--- src/rtl/deadband_softstart.sv ---
module deadband_softstart #(
  parameter int CW = 12
) (
  input  logic          clk,
  input  logic          rst_n,
  input  logic          pwm_in,
  input  logic [CW-1:0] half_per,
  input  logic [CW-1:0] norm_rise,
  input  logic [CW-1:0] norm_fall,
  input  logic [CW-1:0] step,
  input  logic          start,
  input  logic          ctr_zero,
  output logic          gate_hi,
  output logic          gate_lo,
  output logic          ramp_done
);
  localparam int PW = CW + 5;
  localparam logic [CW-1:0] CMAX = '1;

  logic [CW-1:0] red_q, fed_q, run_hi, run_lo;
  logic          pend_q, ramp_q, done_q;
  logic [PW-1:0] prod;
  logic [CW-1:0] p95, red_ld, fed_ld, red_nx, fed_nx;

  function automatic logic [CW-1:0] sat_step(input logic [CW-1:0] cur,
                                             input logic [CW-1:0] nrm,
                                             input logic [CW-1:0] stp);
    if (cur > nrm && (cur - nrm) > stp) return cur - stp;
    return nrm;
  endfunction

  assign prod   = PW'(half_per) * PW'(19);
  assign p95    = CW'(prod / PW'(20));
  assign red_ld = (p95 > norm_rise) ? p95 : norm_rise;
  assign fed_ld = (p95 > norm_fall) ? p95 : norm_fall;
  assign red_nx = sat_step(red_q, norm_rise, step);
  assign fed_nx = sat_step(fed_q, norm_fall, step);

  always_ff @(posedge clk) begin
    if (!rst_n) begin
      red_q  <= CMAX;
      fed_q  <= CMAX;
      pend_q <= 1'b0;
      ramp_q <= 1'b0;
      done_q <= 1'b0;
    end else begin
      if (start) pend_q <= 1'b1;
      else if (ctr_zero) pend_q <= 1'b0;
      if (ctr_zero) begin
        if (pend_q) begin
          red_q  <= red_ld;
          fed_q  <= fed_ld;
          ramp_q <= 1'b1;
          done_q <= 1'b0;
        end else if (ramp_q) begin
          red_q <= red_nx;
          fed_q <= fed_nx;
          if (red_nx == norm_rise && fed_nx == norm_fall) begin
            ramp_q <= 1'b0;
            done_q <= 1'b1;
          end
        end
      end
    end
  end

  always_ff @(posedge clk) begin
    if (!rst_n) begin
      run_hi <= '0;
      run_lo <= '0;
    end else begin
      run_hi <= !pwm_in ? '0 : (run_hi == CMAX ? run_hi : run_hi + 1'b1);
      run_lo <=  pwm_in ? '0 : (run_lo == CMAX ? run_lo : run_lo + 1'b1);
    end
  end

  wire live = ramp_q | done_q;
  assign gate_hi   = live &  pwm_in & (run_hi >= red_q);
  assign gate_lo   = live & ~pwm_in & (run_lo >= fed_q);
  assign ramp_done = done_q;

  p_delay_hold_r4: assert property (@(posedge clk) disable iff (!rst_n)
    !ctr_zero |=> ($stable(red_q) && $stable(fed_q)));

  p_arm_load_r3: assert property (@(posedge clk) disable iff (!rst_n)
    (pend_q && ctr_zero) |=> (ramp_q && !done_q));

  p_done_norm_r6: assert property (@(posedge clk) disable iff (!rst_n)
    $rose(done_q) |-> (red_q == $past(norm_rise) && fed_q == $past(norm_fall)));

  p_no_overlap_r7: assert property (@(posedge clk) disable iff (!rst_n)
    !(gate_hi && gate_lo));

  p_rise_delay_r1: assert property (@(posedge clk) disable iff (!rst_n)
    (pwm_in && !$past(pwm_in) && red_q != '0) |-> !gate_hi);
endmodule

--- config.mk ---
export PLATFORM = sky130hd
export DESIGN_NAME = deadband_softstart
export DESIGN_NICKNAME = d
export VERILOG_FILES = /design/src/rtl/deadband_softstart.sv
export SDC_FILE = /design/constraint.sdc
export NUM_CORES = 1
export LEC_CHECK = 0
export ABC_AREA = 1
export BUFFER_PORTS_ARGS = -buffer_cell sky130_fd_sc_hd__clkbuf_2
export CAP_MARGIN = 0
export CORE_UTILIZATION = 50
export CTS_CLUSTER_SIZE = 20
export DETAILED_ROUTE_END_ITERATION = 8
export PLACE_DENSITY = 0.71
export REMOVE_ABC_BUFFERS = 1
export SYNTH_ARGS = -nofsm -noshare
export SYNTH_HDL_FRONTEND = slang
export SYNTH_SLANG_ARGS = --single-unit
--- constraint.sdc ---
create_clock -name clk -period 22.5 [get_ports clk]
set_input_delay 1.125 -clock clk [delete_from_list [all_inputs] [get_ports clk]]
set_output_delay 1.125 -clock clk [all_outputs]
set_load 0.02 [all_outputs]
==> impl_results.md, run 1 <==
- Crit path capture type: flip-flop
- Die area: 17950 um2
- Fillers: approximately 1700
- Mapped Area: between 8000 and 9000 um2
- Synth Flop Type: dfxtp_1
- Async SR Flop Fraction: 0%
- # port buffers: 55
- Crit path kind: in2reg
- Core area: ~17000 um2
- Setup TNS: 0 ns
- Slowest cell on the critical path: fa_1
- Post-synth cell types: 50
- Die height: about 130 um
- Hold buffers post-CTS: 0
- Setup violators final: 0
- Most common cell after layout, fill and taps aside: inv_1
- Die Width: ~130 um
- Clock Skew: just over 0.007 ns
- Post-synth EDFFs: 0
- Largest family of logic cells by synthesized area: simple AND/OR/NAND/NOR gates
- Min Tclk post-route: 9.305 ns
- Arr. time, crit path: between 9 and 10 ns
- Synth Area in XOR/XNOR: about 6.2%
- Clk slew on worst S/H paths: 0.07 ns
- Period utilization: 41.35%
- CP startpoint kind: input port
- Hold Crit Class: reg2reg
- Cell Rows: 47
- Adder and majority cell fraction of the synthesized area: between 20% and 30%
- Total of max-cap violations: 0
- Largest net degree at the start of global routing: 49
- Layout cell share with drive strength beyond 1: between 10% and 20%
- Synth Area in Compound Gates: between 20% and 30%
- Mux contribution to synthesized area: 0%
- Initial antenna violation count: 0
- Crit path max fanout: 23
- Synth warn: 0
- Final hold viol count: 0
- Routed Antenna Nets: 0
- Yosys reg bits: 51
- Vias per inst: about 5.5
- WL final: roughly 24 mm
- First-pass GRT wire length: about 40 mm
- CTS Buf Count: 5
- CTS root buf: clkbuf_16
- Max stage delay on crit path: about 0.5 ns
- Gpl congestion: 0.9582
- Grt total ovfl: 0
- CP dominant cell by count: nand2_2
- Sink Count: 51
- Hold_ws: a little under 0.5 ns
- DRC violations left: 0
- I/O Pins: 56
- CTS tree: built
- Syn Area/Cell: ~6.6 um2
- Initial core utilization: between 50% and 60%
- Post-Synth Simple-Gate Area: approximately 26%
- Vias in the first global route: 8108
- 1st-iter DRT viols: about 670
- Worst skew pair latency: ~0.30 ns
- Status: completed
- Post-CTS sizing: 0
- ANT cells: 0
- Most frequent cells in the layout: inv_1 (225), nand2_1 (204), ha_1 (148)
- Seq/Total Area, Yosys: a little under an eighth
- Rel. slew slack: around 52%
- Post-CTS setup buffers: 0
- Pins over their slew limit: 0
- CP Data Required Time: 22.67 ns
- Post-DP HPWL: around 20 mm
- RSZ-0062 raised after global routing: false
- Highest Clock Rate: ~110 MHz
- Area delta synth->final: 7.371%
- # H-tree levels: 2
- Gate Count Post-Synth: approximately 1300
- First-pass DRT Iterations: 5
- Net count, final: 1583
- DR vias: ~8800
- CTS Buffer Depth: 2
- Total Routing Usage GR: between 20% and 30%
- DR WL/cell: 15.07 um
- Least-Margin Pin Slew: approximately 0.73 ns
==> logic make-up (layout without fill, tap and decap cells) <==
family | Yosys count | in the layout
and+or+nand+nor | 464 | 464
AOI/OAI and AO/OA | 324 | 324
buffers and inverters | 262 | 310
adders and majority gates | 160 | 160
xor gates and xnor gates | 62 | 62
DFF | 51 | 51
==> metrics by stage <==
stage / cell area [um2] / util [%] / std cells / setup slack, ns
detailed placement: 9209 / 54.75 / 1583 / 13.04
finish: 9350 / 55.59 / 1591 / 13.20
global placement: 9209 / 54.75 / 1583 / 13.21
CTS: 9350 / 55.59 / 1591 / 13.35
floorplan: 8643 / - / 1306 / 14.48
global route: 9350 / 55.59 / 1591 / 12.33
==> path summary, 6_finish.rpt <==
kind	startpoint	endpoint	slack, ns	depth (start not counted)
max	half_per[6]	red_q[6]$_SDFFE_PN1P_	13.20	70
min	run_hi[0]$_SDFFE_PN0P_	run_hi[0]$_SDFFE_PN0P_	0.49	1
max reg2reg	fed_q[0]$_SDFFE_PN1P_	ramp_done$_SDFFE_PN0P_	15.90	31
min reg2reg	run_hi[0]$_SDFFE_PN0P_	run_hi[0]$_SDFFE_PN0P_	0.49	1
==> synth_stat cells (2+ instances only) <==
library cell    n  area [um2]
inv_1         225       844.6
nand2_1       204       765.7
ha_1          148        1852
a21oi_1       141       705.7
o21ai_0       100       500.5
nand3_1        79       395.4
nor2_1         62       232.7
dfxtp_1        51        1021
xor2_1         50       437.9
nand2_2        42       262.8
inv_2          19       71.32
nand4_1        19       118.9
o21bai_1       19       142.6
nor3_1         17       85.08
clkbuf_1       14       52.55
a211oi_1       12       90.09
fa_1           12       240.2
nand2_4        12       135.1
nand3_2        12       120.1
xnor2_1        12       105.1
o21ai_1        10       50.05
o211ai_1        7       52.55
a31oi_1         5       31.28
a21o_1          4       30.03
and2_1          4       25.02
nor3b_1         4       30.03
a22oi_1         3       22.52
nor4_1          3       18.77
o2111ai_1       3       26.28
o221ai_1        3       26.28
o22ai_1         3       18.77
a211o_1         2       17.52
buf_1           2       7.510
nand3b_1        2       15.01
o21a_1          2       15.01
o41ai_1         2       17.52
==> sequential cells by signal, indices dropped and copies added, names as in the netlist <==
name       flops
fed_q         12
red_q         12
pend_q         1
run_lo        12
ramp_q         1
ramp_done      1
run_hi        12
==> worst max-delay path: cells and delay by family <==
kind	cells	cell delay, ns
adders and majority gates	4	1.29
AOI/OAI and AO/OA	10	1.87
buffers and inverters	9	0.80
and+or+nand+nor	47	4.34
==> layer usage <==
| layer | routed length [um] | part of all wire [%] | GRT usage, % | up-vias |
|---|---|---|---|---|
| li1 | - | - | - | 4529 |
| met1 | 11300 | 47 | 37.04 | 3948 |
| met2 | 10430 | 43 | 44.39 | 273 |
| met3 | 1509 | 6.3 | 2.872 | 43 |
| met4 | 741 | 3.1 | 9.343 | 0 |
| met5 | 0 | 0 | 0 | - |
==> final cells by class <==
type / instances / area, um2 / share of cell area (%)
Clock inverter: 2 / 12.51 / 0.1338
Multi-Input combinational cell: 1010 / 6703 / 71.68
Tap cell: 220 / 275.3 / 2.944
Timing Repair Buffer: 57 / 290.3 / 3.105
Clock buffer: 6 / 128.9 / 1.378
Sequential cell: 51 / 1021 / 10.92
Inverter: 245 / 919.6 / 9.835
Power of run 1 is left out: the tool's default activity adds up to more than one toggle a clock period on the data nets, which glitch-free logic cannot reach.
==> run 2: changes to the inputs <==
Settings changed: PLACE_DENSITY 0.71 to 0.73.
Clock period 22.5 ns to 7.64 ns, I/O delays scaled along.
==> run 2 against run 1 <==
Compared with the run above: the flow now finishes with violations (setup timing); via count is 6.4% higher; register-to-register slack worse by 14 ns; first-iteration DRC count is 3.3% lower.
==> impl_results.md, run 2 (synthesis gave the netlist of run 1 again) <==
- Largest net degree at the start of global routing: 49 (unchanged)
- Total Routing Usage GR: 26.40% (was 27.19%)
- Worst R2R Start: red_q[1]$_SDFFE_PN1P_ (was fed_q[0]$_SDFFE_PN1P_)
- CP dominant cell by count: nand2_4 (was nand2_2)
- Net count, final: 1652 (was 1583)
- Failing checks: setup timing
- DR WL/cell: 15.88 um (was 15.07 um)
- First-pass GRT wire length: 38.76 mm (was 39.32 mm)
- RSZ-0062 raised after global routing: true (was false)
- Hold buffers post-CTS: 0 (unchanged)
- Setup violators final: 22 (was 0)
- Grt total ovfl: 0 (unchanged)
- Sink Count: 51 (unchanged)
- Fillers: 1472 (was 1710)
- Arr. time, crit path: 7.98 ns (was 9.47 ns)
- Worst skew pair latency: 0.30 ns (about the same)
- Period utilization: 102.3%
- First-pass DRT Iterations: 6 (was 5)
- Most frequent cells in the layout: inv_1 (209), nand2_1 (172), a21oi_1 (129) (was inv_1 (225), nand2_1 (204), ha_1 (148))
- Crit path capture type: flip-flop (unchanged)
- CTS tree: built (unchanged)
- Initial core utilization: 51.78% (unchanged)
- Setup TNS: -2.895 ns (was 0 ns)
- Core area: 16820 um2 (unchanged)
- R2r setup slk: 1.46 ns (was 15.90 ns)
- Gpl congestion: 0.9583 (was 0.9582)
- Status: finished with violations (was completed)
- DRC violations left: 0 (unchanged)
- I/O Pins: 56 (unchanged)
- # H-tree levels: 2 (unchanged)
- Busiest grt layer: met2 (unchanged)
- Hold Path Sink: pend_q$_SDFFE_PN0P_ (was run_hi[0]$_SDFFE_PN0P_)
- Met1 Use GR: 36.04% (was 37.04%)
- CP startpoint kind: input port (unchanged)
- ANT cells: 0 (unchanged)
- Area delta synth->final: 24.71% (was 7.371%)
- Clock Skew: 0.008497 ns (was 0.007252 ns)
- Crit Reg-Reg Endpoint: ramp_done$_SDFFE_PN0P_ (unchanged)
- # port buffers: 55 (unchanged)
- Crit. Startpoint: half_per[3] (was half_per[6])
- Die Width: 134.0 um (unchanged)
- Least-Margin Pin Slew: 0.7936 ns (was 0.7251 ns)
- Clk slew on worst S/H paths: 0.07 ns (about the same)
- Worst r2r path cells: 31 (unchanged)
- Initial antenna violation count: 0 (unchanged)
- Die height: 134.0 um (unchanged)
- Final hold viol count: 0 (unchanged)
- M2 GR Usage: 43.58% (was 44.39%)
- Layout cell share with drive strength beyond 1: 24.31% (was 11.45%)
- Slack of the critical path: -0.1773 ns (was 13.20 ns)
- Most common cell after layout, fill and taps aside: inv_1 (unchanged)
- Min Tclk post-route: approximately 8 ns
- Vias per inst: 5.635 (was 5.527)
- Post-DP HPWL: 19.57 mm (was 20.02 mm)
- WL final: 26.35 mm (was 23.98 mm)
- Crit path kind: in2reg (unchanged)
- Max stage delay on crit path: 0.51 ns (was 0.49 ns)
- Hold Crit Class: in2reg (was reg2reg)
- Cell Rows: 47 (unchanged)
- Slowest cell on the critical path: fa_1 (unchanged)
- Final core occ: 64.57% (was 55.59%)
- Routed Antenna Nets: 0 (unchanged)
- Met3 usage: 2.759% (was 2.872%)
- 1st-iter DRT viols: 649 (was 671)
- Hold path start: start (was run_hi[0]$_SDFFE_PN0P_)
- Worst hold stages: 3 (was 1)
- Total of max-cap violations: 0 (unchanged)
- CP Data Required Time: 7.80 ns (was 22.67 ns)
- Crit path max fanout: 7 (was 23)
- Die area: 17950 um2 (unchanged)
- CTS Buffer Depth: 2 (unchanged)
- CTS Buf Count: 5 (unchanged)
- DR vias: 9354 (was 8793)
- CTS root buf: clkbuf_16 (unchanged)
- Highest Clock Rate: approximately 130 MHz
- Pins over their slew limit: 0 (unchanged)
- Rel. slew slack: 46.72% (was 51.53%)
- Vias in the first global route: 8382 (was 8108)
==> run 2: through the flow <==
stage,setup WS [ns],hold slack (ns),std cells,area (um2)
2_1_floorplan,0.3593,0.4473,1306,8643
5_1_grt,-0.6542,0.3032,1660,10860
3_5_place_dp,-0.3610,0.4753,1632,9602
4_1_cts,0.01203,0.2991,1644,9834
3_3_place_gp,-0.1479,0.4625,1632,9602
6_report,-0.1773,0.2977,1660,10860
==> run 2: critical path, delay by kind of cell <==
kind            cells  cell delay [ns]
compound gates      8             1.16
fa+ha+maj           4             1.19
buf+inv             8             0.83
simple gates       48             4.37
==> run 2: cell type report <==
cell class,count,area (um2),share of cell area (%)
inverter,245,924.6,8.514
clock inverter,2,16.27,0.1498
tap,220,275.3,2.535
timing repair buffer,126,920.9,8.479
multi-input combinational,1010,7564,69.64
sequential,51,1021,9.401
clock buffer,6,138.9,1.279
==> run 2: metal layers <==
layer | wire, um | vias to the layer above
met5 | 0 | -
met4 | 918 | 0
met3 | 1544 | 82
met2 | 12280 | 320
met1 | 11610 | 4277
li1 | - | 4675
==> run 2: what timing repair did <==
action                                 4_1_cts  5_1_grt
gates cloned                                 0        3
buffers inserted                             4       18
resized for setup                            9      232
setup endpoints to repair                    8       24
endpoints found under the hold margin        0        0
pin swaps                                    0      110
==> run 2: worst max path at each step <==
stage | end | slack [ns]
final | red_q[2]$_SDFFE_PN1P_ | -0.18
after global routing | red_q[6]$_SDFFE_PN1P_ | -0.65
after CTS | red_q[11]$_SDFFE_PN1P_ | 0.01
after detailed placement | fed_q[9]$_SDFFE_PN1P_ | -0.36
after global placement | red_q[11]$_SDFFE_PN1P_ | -0.15
after floorplan | fed_q[10]$_SDFFE_PN1P_ | 0.36
Power of run 2 is left out for the same reason.
